## src/rtl/rtc_port_pkg.sv

```systemverilog
// Package: register indices, bit positions and reset values shared by the
// indexed RTC port and its sub-blocks.
package rtc_port_pkg;
    localparam int BYTE_W = 8;

    // Fixed register positions in the indexed space
    localparam int REG_A_IDX = 10;
    localparam int REG_B_IDX = 11;
    localparam int REG_C_IDX = 12;
    localparam int REG_D_IDX = 13;

    // Register B bit positions
    localparam int B_SET  = 7;
    localparam int B_PIE  = 6;
    localparam int B_AIE  = 5;
    localparam int B_UIE  = 4;
    localparam int B_SQWE = 3;

    localparam logic [BYTE_W-1:0] REG_A_INIT = 8'h26;
    localparam logic [BYTE_W-1:0] REG_B_INIT = 8'h02;
    localparam logic [BYTE_W-1:0] REG_D_VAL  = 8'h80;
    localparam logic [BYTE_W-1:0] IDX_READ   = 8'hFF;
    // Enables dropped by a platform reset: PIE, AIE, SQWE
    localparam logic [BYTE_W-1:0] B_PLAT_CLR = 8'h68;

    // Event vector ordering {periodic, alarm, update} matches C bits 6:4
    typedef logic [2:0] evvec_t;
endpackage

```

## src/rtl/rtc_cmos_ram.sv

```systemverilog
// Module: rtc_cmos_ram
// Plain byte storage for the indexed space. One write port, one
// combinational read port on the same address.
// Assumes: the caller gates writes to positions it implements elsewhere;
// contents are not reset.
module rtc_cmos_ram #(
    parameter int DEPTH = 128,
    parameter int WIDTH = 8,
    localparam int AW   = $clog2(DEPTH)
) (
    input  logic             clk,
    input  logic             we,
    input  logic [AW-1:0]    addr,
    input  logic [WIDTH-1:0] wdata,
    output logic [WIDTH-1:0] rdata
);
    logic [WIDTH-1:0] mem [DEPTH];

    // Store one byte on a gated write
    always_ff @(posedge clk) begin
        if (we) mem[addr] <= wdata;
    end

    assign rdata = mem[addr];
endmodule

```

## src/rtl/rtc_uip_timer.sv

```systemverilog
// Module: rtc_uip_timer
// Sub-second tick counter. Raises update-in-progress in the last
// UIP_TICKS ticks of each second and strobes when a second completes.
// Assumes: TICKS >= 2 and UIP_TICKS < TICKS; half_load only while stopped.
module rtc_uip_timer #(
    parameter int TICKS     = 32768,
    parameter int UIP_TICKS = 8,
    localparam int CW       = $clog2(TICKS)
) (
    input  logic clk,
    input  logic rst_n,
    input  logic run,
    input  logic tick_en,
    input  logic half_load,
    output logic uip,
    output logic sec_strobe
);
    localparam logic [CW-1:0] LAST      = CW'(TICKS - 1);
    localparam logic [CW-1:0] HALF      = CW'(TICKS / 2);
    localparam logic [CW-1:0] UIP_START = CW'(TICKS - UIP_TICKS);

    logic [CW-1:0] cnt_q;
    logic          sec_q;

    // Advance, wrap or half-second restart of the counter; strobe on wrap
    always_ff @(posedge clk) begin
        if (!rst_n) begin
            cnt_q <= '0;
            sec_q <= 1'b0;
        end else begin
            sec_q <= run && tick_en && (cnt_q == LAST);
            if (half_load)
                cnt_q <= HALF;
            else if (run && tick_en)
                cnt_q <= (cnt_q == LAST) ? '0 : cnt_q + CW'(1);
        end
    end

    assign uip        = run && (cnt_q >= UIP_START);
    assign sec_strobe = sec_q;

    assert_hold_R8: assert property (@(posedge clk) disable iff (!rst_n)
        (!run && !half_load) |=> $stable(cnt_q));
    assert_strobe_single_R9: assert property (@(posedge clk) disable iff (!rst_n)
        sec_q |=> !sec_q);
endmodule

```

## src/rtl/rtc_irq_flags.sv

```systemverilog
// Module: rtc_irq_flags
// Interrupt flag register C and the level interrupt. Events set flags,
// a C read clears them, a B write re-evaluates the summary bit.
// Assumes: rd_clr and b_wr never occur in the same cycle.
module rtc_irq_flags
    import rtc_port_pkg::*;
(
    input  logic              clk,
    input  logic              rst_n,
    input  logic              clr_all,
    input  evvec_t            ev,
    input  evvec_t            en,
    input  logic              rd_clr,
    input  logic              b_wr,
    input  evvec_t            b_wen,
    output logic [BYTE_W-1:0] c_val,
    output logic              irq
);
    evvec_t flags_q;
    logic   irqf_q;
    evvec_t base;
    logic   raise;

    // New flag with its enable set asks for an interrupt
    always_comb begin
        base  = rd_clr ? '0 : flags_q;
        raise = |(ev & ~flags_q & en);
    end

    // Flag and summary update; platform reset wins, events survive a read
    always_ff @(posedge clk) begin
        if (!rst_n || clr_all) begin
            flags_q <= '0;
            irqf_q  <= 1'b0;
        end else begin
            flags_q <= base | ev;
            if (b_wr)
                irqf_q <= (|(b_wen & flags_q)) | raise;
            else
                irqf_q <= (rd_clr ? 1'b0 : irqf_q) | raise;
        end
    end

    assign c_val = {irqf_q, flags_q, 4'b0000};
    assign irq   = irqf_q;

    assert_rdclr_R4: assert property (@(posedge clk) disable iff (!rst_n)
        (rd_clr && ev == '0) |=> (!irq && flags_q == '0));
    assert_ev_raise_R5: assert property (@(posedge clk) disable iff (!rst_n)
        (!clr_all && !b_wr && |(ev & ~flags_q & en)) |=> irq);
    assert_bwr_hit_R6: assert property (@(posedge clk) disable iff (!rst_n)
        (b_wr && !clr_all && |(b_wen & flags_q)) |=> irq);
    assert_bwr_miss_R6: assert property (@(posedge clk) disable iff (!rst_n)
        (b_wr && !clr_all && !(|(b_wen & flags_q)) && !(|(ev & ~flags_q & en))) |=> !irq);
    assert_platclr_R11: assert property (@(posedge clk) disable iff (!rst_n)
        clr_all |=> (!irq && flags_q == '0));
endmodule

```

## src/rtl/rtc_index_port.sv

```systemverilog
// Module: rtc_index_port (top)
// Two-address index/data host port over a 128-byte space holding the RTC
// rate register A, mode register B, flag register C and validity byte D.
// Assumes: one host access per acc_en cycle; event inputs are one-cycle
// pulses from the external time core.
module rtc_index_port
    import rtc_port_pkg::*;
#(
    parameter int DEPTH     = 128,
    parameter int TICKS     = 32768,
    parameter int UIP_TICKS = 8,
    localparam int IDX_W    = $clog2(DEPTH)
) (
    input  logic              clk,
    input  logic              rst_n,
    input  logic              plat_reset,
    input  logic              acc_en,
    input  logic              acc_wr,
    input  logic              acc_addr,
    input  logic [BYTE_W-1:0] acc_wdata,
    output logic [BYTE_W-1:0] acc_rdata,
    input  logic              tick_en,
    input  logic              ev_periodic,
    input  logic              ev_alarm,
    input  logic              ev_update,
    output logic              irq_o,
    output logic              sec_strobe
);
    logic [IDX_W-1:0]  idx_q;
    logic [6:0]        a_q;
    logic [BYTE_W-1:0] b_q;
    logic [BYTE_W-1:0] b_wdata_eff;
    logic [BYTE_W-1:0] ram_rdata;
    logic [BYTE_W-1:0] c_val;
    logic [BYTE_W-1:0] rd_next;
    logic idx_wr, data_wr, data_rd, rd_cyc;
    logic sel_a, sel_b, sel_c, sel_d;
    logic run, half_load, uip;

    // Decode the access and the selected register
    always_comb begin
        rd_cyc  = acc_en && !acc_wr;
        idx_wr  = acc_en && acc_wr && !acc_addr;
        data_wr = acc_en && acc_wr && acc_addr;
        data_rd = rd_cyc && acc_addr;
        sel_a   = idx_q == IDX_W'(REG_A_IDX);
        sel_b   = idx_q == IDX_W'(REG_B_IDX);
        sel_c   = idx_q == IDX_W'(REG_C_IDX);
        sel_d   = idx_q == IDX_W'(REG_D_IDX);
    end

    // Clock-run and half-second restart conditions, SET masking of UIE
    always_comb begin
        run         = !b_q[B_SET] && (a_q[6:4] <= 3'd2);
        half_load   = data_wr && sel_a && (a_q[6:5] == 2'b11) &&
                      (acc_wdata[6:4] <= 3'd2) && !b_q[B_SET];
        b_wdata_eff = acc_wdata;
        if (acc_wdata[B_SET]) b_wdata_eff[B_UIE] = 1'b0;
    end

    // Index register load from the even address
    always_ff @(posedge clk) begin
        if (!rst_n)      idx_q <= '0;
        else if (idx_wr) idx_q <= acc_wdata[IDX_W-1:0];
    end

    // Register A: writable low bits; bit 7 is produced live
    always_ff @(posedge clk) begin
        if (!rst_n)                a_q <= REG_A_INIT[6:0];
        else if (data_wr && sel_a) a_q <= acc_wdata[6:0];
    end

    // Register B: platform reset drops enables, SET forces UIE off
    always_ff @(posedge clk) begin
        if (!rst_n)                b_q <= REG_B_INIT;
        else if (plat_reset)       b_q <= b_q & ~B_PLAT_CLR;
        else if (data_wr && sel_b) b_q <= b_wdata_eff;
    end

    rtc_cmos_ram #(.DEPTH(DEPTH), .WIDTH(BYTE_W)) u_ram (
        .clk   (clk),
        .we    (data_wr && !(sel_a || sel_b || sel_c || sel_d)),
        .addr  (idx_q),
        .wdata (acc_wdata),
        .rdata (ram_rdata)
    );

    rtc_uip_timer #(.TICKS(TICKS), .UIP_TICKS(UIP_TICKS)) u_timer (
        .clk        (clk),
        .rst_n      (rst_n),
        .run        (run),
        .tick_en    (tick_en),
        .half_load  (half_load),
        .uip        (uip),
        .sec_strobe (sec_strobe)
    );

    rtc_irq_flags u_irq (
        .clk     (clk),
        .rst_n   (rst_n),
        .clr_all (plat_reset),
        .ev      ({ev_periodic, ev_alarm, ev_update}),
        .en      (b_q[B_PIE:B_UIE]),
        .rd_clr  (data_rd && sel_c),
        .b_wr    (data_wr && sel_b),
        .b_wen   (b_wdata_eff[B_PIE:B_UIE]),
        .c_val   (c_val),
        .irq     (irq_o)
    );

    // Read data selection
    always_comb begin
        rd_next = ram_rdata;
        if (!acc_addr)  rd_next = IDX_READ;
        else if (sel_a) rd_next = {uip, a_q};
        else if (sel_b) rd_next = b_q;
        else if (sel_c) rd_next = c_val;
        else if (sel_d) rd_next = REG_D_VAL;
    end

    // Registered read data, one cycle after the access
    always_ff @(posedge clk) begin
        if (!rst_n)      acc_rdata <= '0;
        else if (rd_cyc) acc_rdata <= rd_next;
    end

    assert_idx_read_R1: assert property (@(posedge clk) disable iff (!rst_n)
        (rd_cyc && !acc_addr) |=> (acc_rdata == IDX_READ));
    assert_set_uie_R7: assert property (@(posedge clk) disable iff (!rst_n)
        (data_wr && sel_b && acc_wdata[B_SET] && !plat_reset) |=> !b_q[B_UIE]);
endmodule

```

## config.mk

```make
export PLATFORM = sky130hd
export DESIGN_NAME = rtc_index_port
export DESIGN_NICKNAME = d
export VERILOG_FILES = /design/src/rtl/rtc_port_pkg.sv /design/src/rtl/rtc_cmos_ram.sv /design/src/rtl/rtc_uip_timer.sv /design/src/rtl/rtc_irq_flags.sv /design/src/rtl/rtc_index_port.sv
export SDC_FILE = /design/constraint.sdc
export NUM_CORES = 1
export LEC_CHECK = 0
export BUFFER_PORTS_ARGS = -buffer_cell sky130_fd_sc_hd__buf_2
export CAP_MARGIN = 20
export CORE_ASPECT_RATIO = 1.1
export CORE_MARGIN = 5
export CORE_UTILIZATION = 40
export DETAILED_ROUTE_END_ITERATION = 8
export SLEW_MARGIN = 20
export SYNTH_ARGS = -nofsm -noshare
export SYNTH_HDL_FRONTEND = slang
export SYNTH_SLANG_ARGS = --single-unit
```

## constraint.sdc

```tcl
create_clock -name clk -period 3.5 [get_ports clk]
set_input_delay 0.35 -clock clk [delete_from_list [all_inputs] [get_ports clk]]
set_output_delay 0.35 -clock clk [all_outputs]
set_load 0.05 [all_outputs]
```

==> summary.md <==
| Metric | Value |
|---|---|
| Final Hold Fails | `0` |
| Critical Path End Type | `register` |
| Net Sw Power | `0.00536 W` |
| CTS Sinks | `1081` |
| Worst path max stage delay | `0.63 ns` |
| Cells after synthesis | `2028` |
| Top layer in use | `met5` |
| Ant. Diodes | `0` |
| Met2 WL | `48800 µm` |
| Minimum clock period | `3.18 ns` |
| DRC | `0` |
| Sequential Power Share | `54.3%` |
| Asr flop ratio synth | `0%` |
| Combinational share of power | `3.7%` |
| Routed vias/inst | `5.69` |
| Required @ worst endpoint | `4.03 ns` |
| Outcome | `complete, no violations` |
| I/O pins | `28` |
| Skew-Pair Late Insertion Delay | `0.67 ns` |
| CTS Hold Bufs | `4` |
| WL met3 | `6070 µm` |
| Die X | `319 µm` |
| Iteration-0 DRC Markers | `2339` |
| Crit path DAT | `3.71 ns` |
| Final #Nets | `2217` |
| Critical path cell sequence | `buf_12, buf_12, mux4_2, a22o_1, a221oi_1, o22ai_1, o21ai_0, a41oi_1` |
| Fmax | `314 MHz` |
| Final GP Congestion | `0.842` |
| Vias in the first global route | `21305` |
| Pint | `0.0209 W` |
| Maxcap violations | `0` |
| Area grow syn2layout | `14.0%` |
| Die ar. | `112000 µm²` |
| Clock group share of total power | `42.1%` |
| Pwr/cell area | `548 nW/µm²` |
| Grt ovf | `0` |
| Top-area cell type share of the netlist area | `73.3%` |
| TritonCTS Buffers | `103` |
| Yosys top cell by area | `edfxtp_1` |
| # setup viols final | `0` |
| Non-filler cells, final | `3661` |
| Switching share of power | `20.4%` |
| CTS max path bufs | `3` |
| Setup TNS | `0 ns` |
| PortBufs | `27` |
| Most common cell on crit path | `buf_12` |
| Synthesized area | `42000 µm²` |
| Slew headroom | `26.8%` |
| Post-synth top flop | `edfxtp_1` |
| Pre-antenna DRT Iters | `6` |
| Worst Tran Pin Value | `1.09 ns` |
| Initial Util | `40.3%` |
| #FFs+latches synth | `1081` |
| Fillcell total | `8676` |
| Critical path type | `reg -> reg` |
| Fin crit share | `90.9%` |
| Synthesis warning total | `0` |
| Peak supply drop | `0.400 mV` |
| FP Rows | `124` |
| Min-delay worst type | `in -> reg` |
| Library cells used by synthesis | `57` |
| Worst path slowest cell | `dfxtp_4` |
| Top post-synthesis cells by area | `edfxtp_1 73%, mux4_2 15%, dfxtp_1 2.7%` |
| RSZ-0062 raised after global routing | `no` |
| CP Max Fanout | `27` |
| Gr usage total | `17.5%` |
| Postcts setup bufs | `0` |
| Post-synth EDFFs | `1024` |
| Sequential share of the synthesized area | `76.0%` |
| Die Ht | `350 µm` |
| Mean post-synth cell area | `20.7 µm²` |
| Clock-pin slew on the worst setup and hold paths | `0.06 ns` |
| Sequential cell area | `31900 µm²` |
| Layout cells sized above 1 | `26.1%` |
| Htree depth | `3` |
| HPWL Detailed | `61900 µm` |
| Largest net degree at the start of global routing | `81` |
| Final ANT Viol Nets | `0` |
| Leakage | `14.6 nW` |
| Area of the multi-input gates | `9620 µm²` |
| Worst Min Path Start | `tick_en` |
| Core area | `104000 µm²` |
| Post-Route WL | `98400 µm` |
| First-pass GRT wire length | `146000 µm` |
| Metal-1 WL | `41300 µm` |
| Final slew viol count | `0` |
| DR vias | `20833` |
| DR WL/cell | `26.9 µm` |
| Placed cells | `3473` |
| Cts repair resizes | `0` |
| CTS tree | `done` |
| Crit path launch type | `register` |
| Clock root buffer | `clkbuf_16` |
| Worst clock skew | `0.0251 ns` |
| Initial antenna violation count | `1` |
-- worst max-delay path: cells and delay by family (launching register included) --
kind                   cells  cell delay [ns]
buffers and inverters      2             0.48
DFF                        1             0.63
muxes                      1             0.32
AOI/OAI and AO/OA          5             1.57
-- sequential cells by signal, summed over array words and instances, names as in the netlist, named ones only --
signal and count:
u_irq.irq 1, u_ram.mem 1024, idx_q 7, a_q 7
u_timer.sec_strobe 1, b_q 8, u_timer.cnt_q 15, acc_rdata 8
u_irq.flags_q 3
-- cells in the final DEF (no fill, tap or decap), types with 27 or more instances in the layout --
cell	synthesis	final
mux4_2	279	279
a21oi_1	27	27
nor2_1	163	160
clkbuf_16	0	105
edfxtp_1	1024	1024
nor2b_1	32	31
buf_4	16	107
dfxtp_1	57	52
conb_1	1	32
clkinv_2	0	27
a22o_1	30	30
nand2_1	56	56
-- layout make-up --
cell class	instances	area share, %
Clock inverter	68	1.37
Timing Repair Buffer	146	2.63
Inverter	6	0.0471
Sequential cell	1081	66.7
Clock buffer	115	5.57
Multi-Input combinational cell	859	20.1
Tap cell	1386	3.62
-- kinds of logic after synthesis --
group / after synthesis / synth area share (%)
compound gates: 172 / 2.99
xor+xnor: 11 / 0.230
fa+ha+maj: 2 / 0.0596
buf+inv: 119 / 1.41
flops: 1081 / 76.0
mux: 309 / 15.7
other cells: 1 / 0.00893
simple gates: 333 / 3.63
-- through the flow --
step	total power, W	util, %	hold WS [ns]	setup slack (ns)	cell area, µm²
2_1_floorplan	0.0150	-	0.437	1.04	42100
5_1_grt	0.0271	46.0	0.0867	0.190	47900
3_5_place_dp	0.0155	42.7	0.470	0.315	44500
3_3_place_gp	0.0155	42.7	0.457	0.340	44500
6_report	0.0262	46.0	0.0736	0.318	47900
4_1_cts	0.0265	46.0	0.0228	0.300	47800
-- Yosys cell counts, types with 2 or more instances --
master,count
a41oi_1,6
o2111ai_1,2
ha_1,2
a2111oi_0,3
or2_2,5
nand3b_1,5
buf_4,16
and3_1,9
o221ai_1,6
mux4_2,279
buf_6,4
edfxtp_1,1024
nand3_1,26
a31oi_1,6
nor2_1,163
nor3_1,4
or3_1,3
and2_1,7
xnor2_1,5
mux2i_1,26
a221oi_1,24
nor4_1,2
nand2_1,56
o21ai_0,18
dfxtp_1,57
nor2b_1,32
inv_1,6
a21oi_1,27
nand4_1,8
buf_1,5
nand2b_1,7
buf_2,42
mux2_2,4
a211oi_1,12
a221o_1,3
a22o_1,30
xor2_1,6
clkbuf_1,45
o32ai_1,2
o22ai_1,18
o31ai_1,2
a21boi_0,6
-- final timing paths --
check                                                endpoint  slack, ns  cells past startpoint
worst min-delay path            u_timer.cnt_q[0]$_SDFFE_PP0P_       0.07                      4
worst max-delay path                acc_rdata[2]$_SDFFE_PN0P_       0.32                      8
worst min register to register            b_q[3]$_SDFFE_PP0P_       0.49                      2
worst max register to register      acc_rdata[2]$_SDFFE_PN0P_       0.32                      8
-- power groups by stage --
| stage | Combinational, W | Sequential [W] | Clock (W) |
|---|---|---|---|
| 6_report | 0.000959 | 0.0142 | 0.0110 |
| 2_1_floorplan | 0.000488 | 0.0145 | 0 |
| 4_1_cts | 0.000971 | 0.0142 | 0.0112 |
| 5_1_grt | 0.00102 | 0.0142 | 0.0118 |
| 3_5_place_dp | 0.000967 | 0.0145 | 0 |
| 3_3_place_gp | 0.000945 | 0.0145 | 0 |
-- routing by layer --
metal	vias up	track usage, %
li1	8737	-
met1	11175	24.5
met2	775	29.0
met3	144	2.83
met4	2	4.69
met5	-	0
Power figures use the tool's default switching activity.
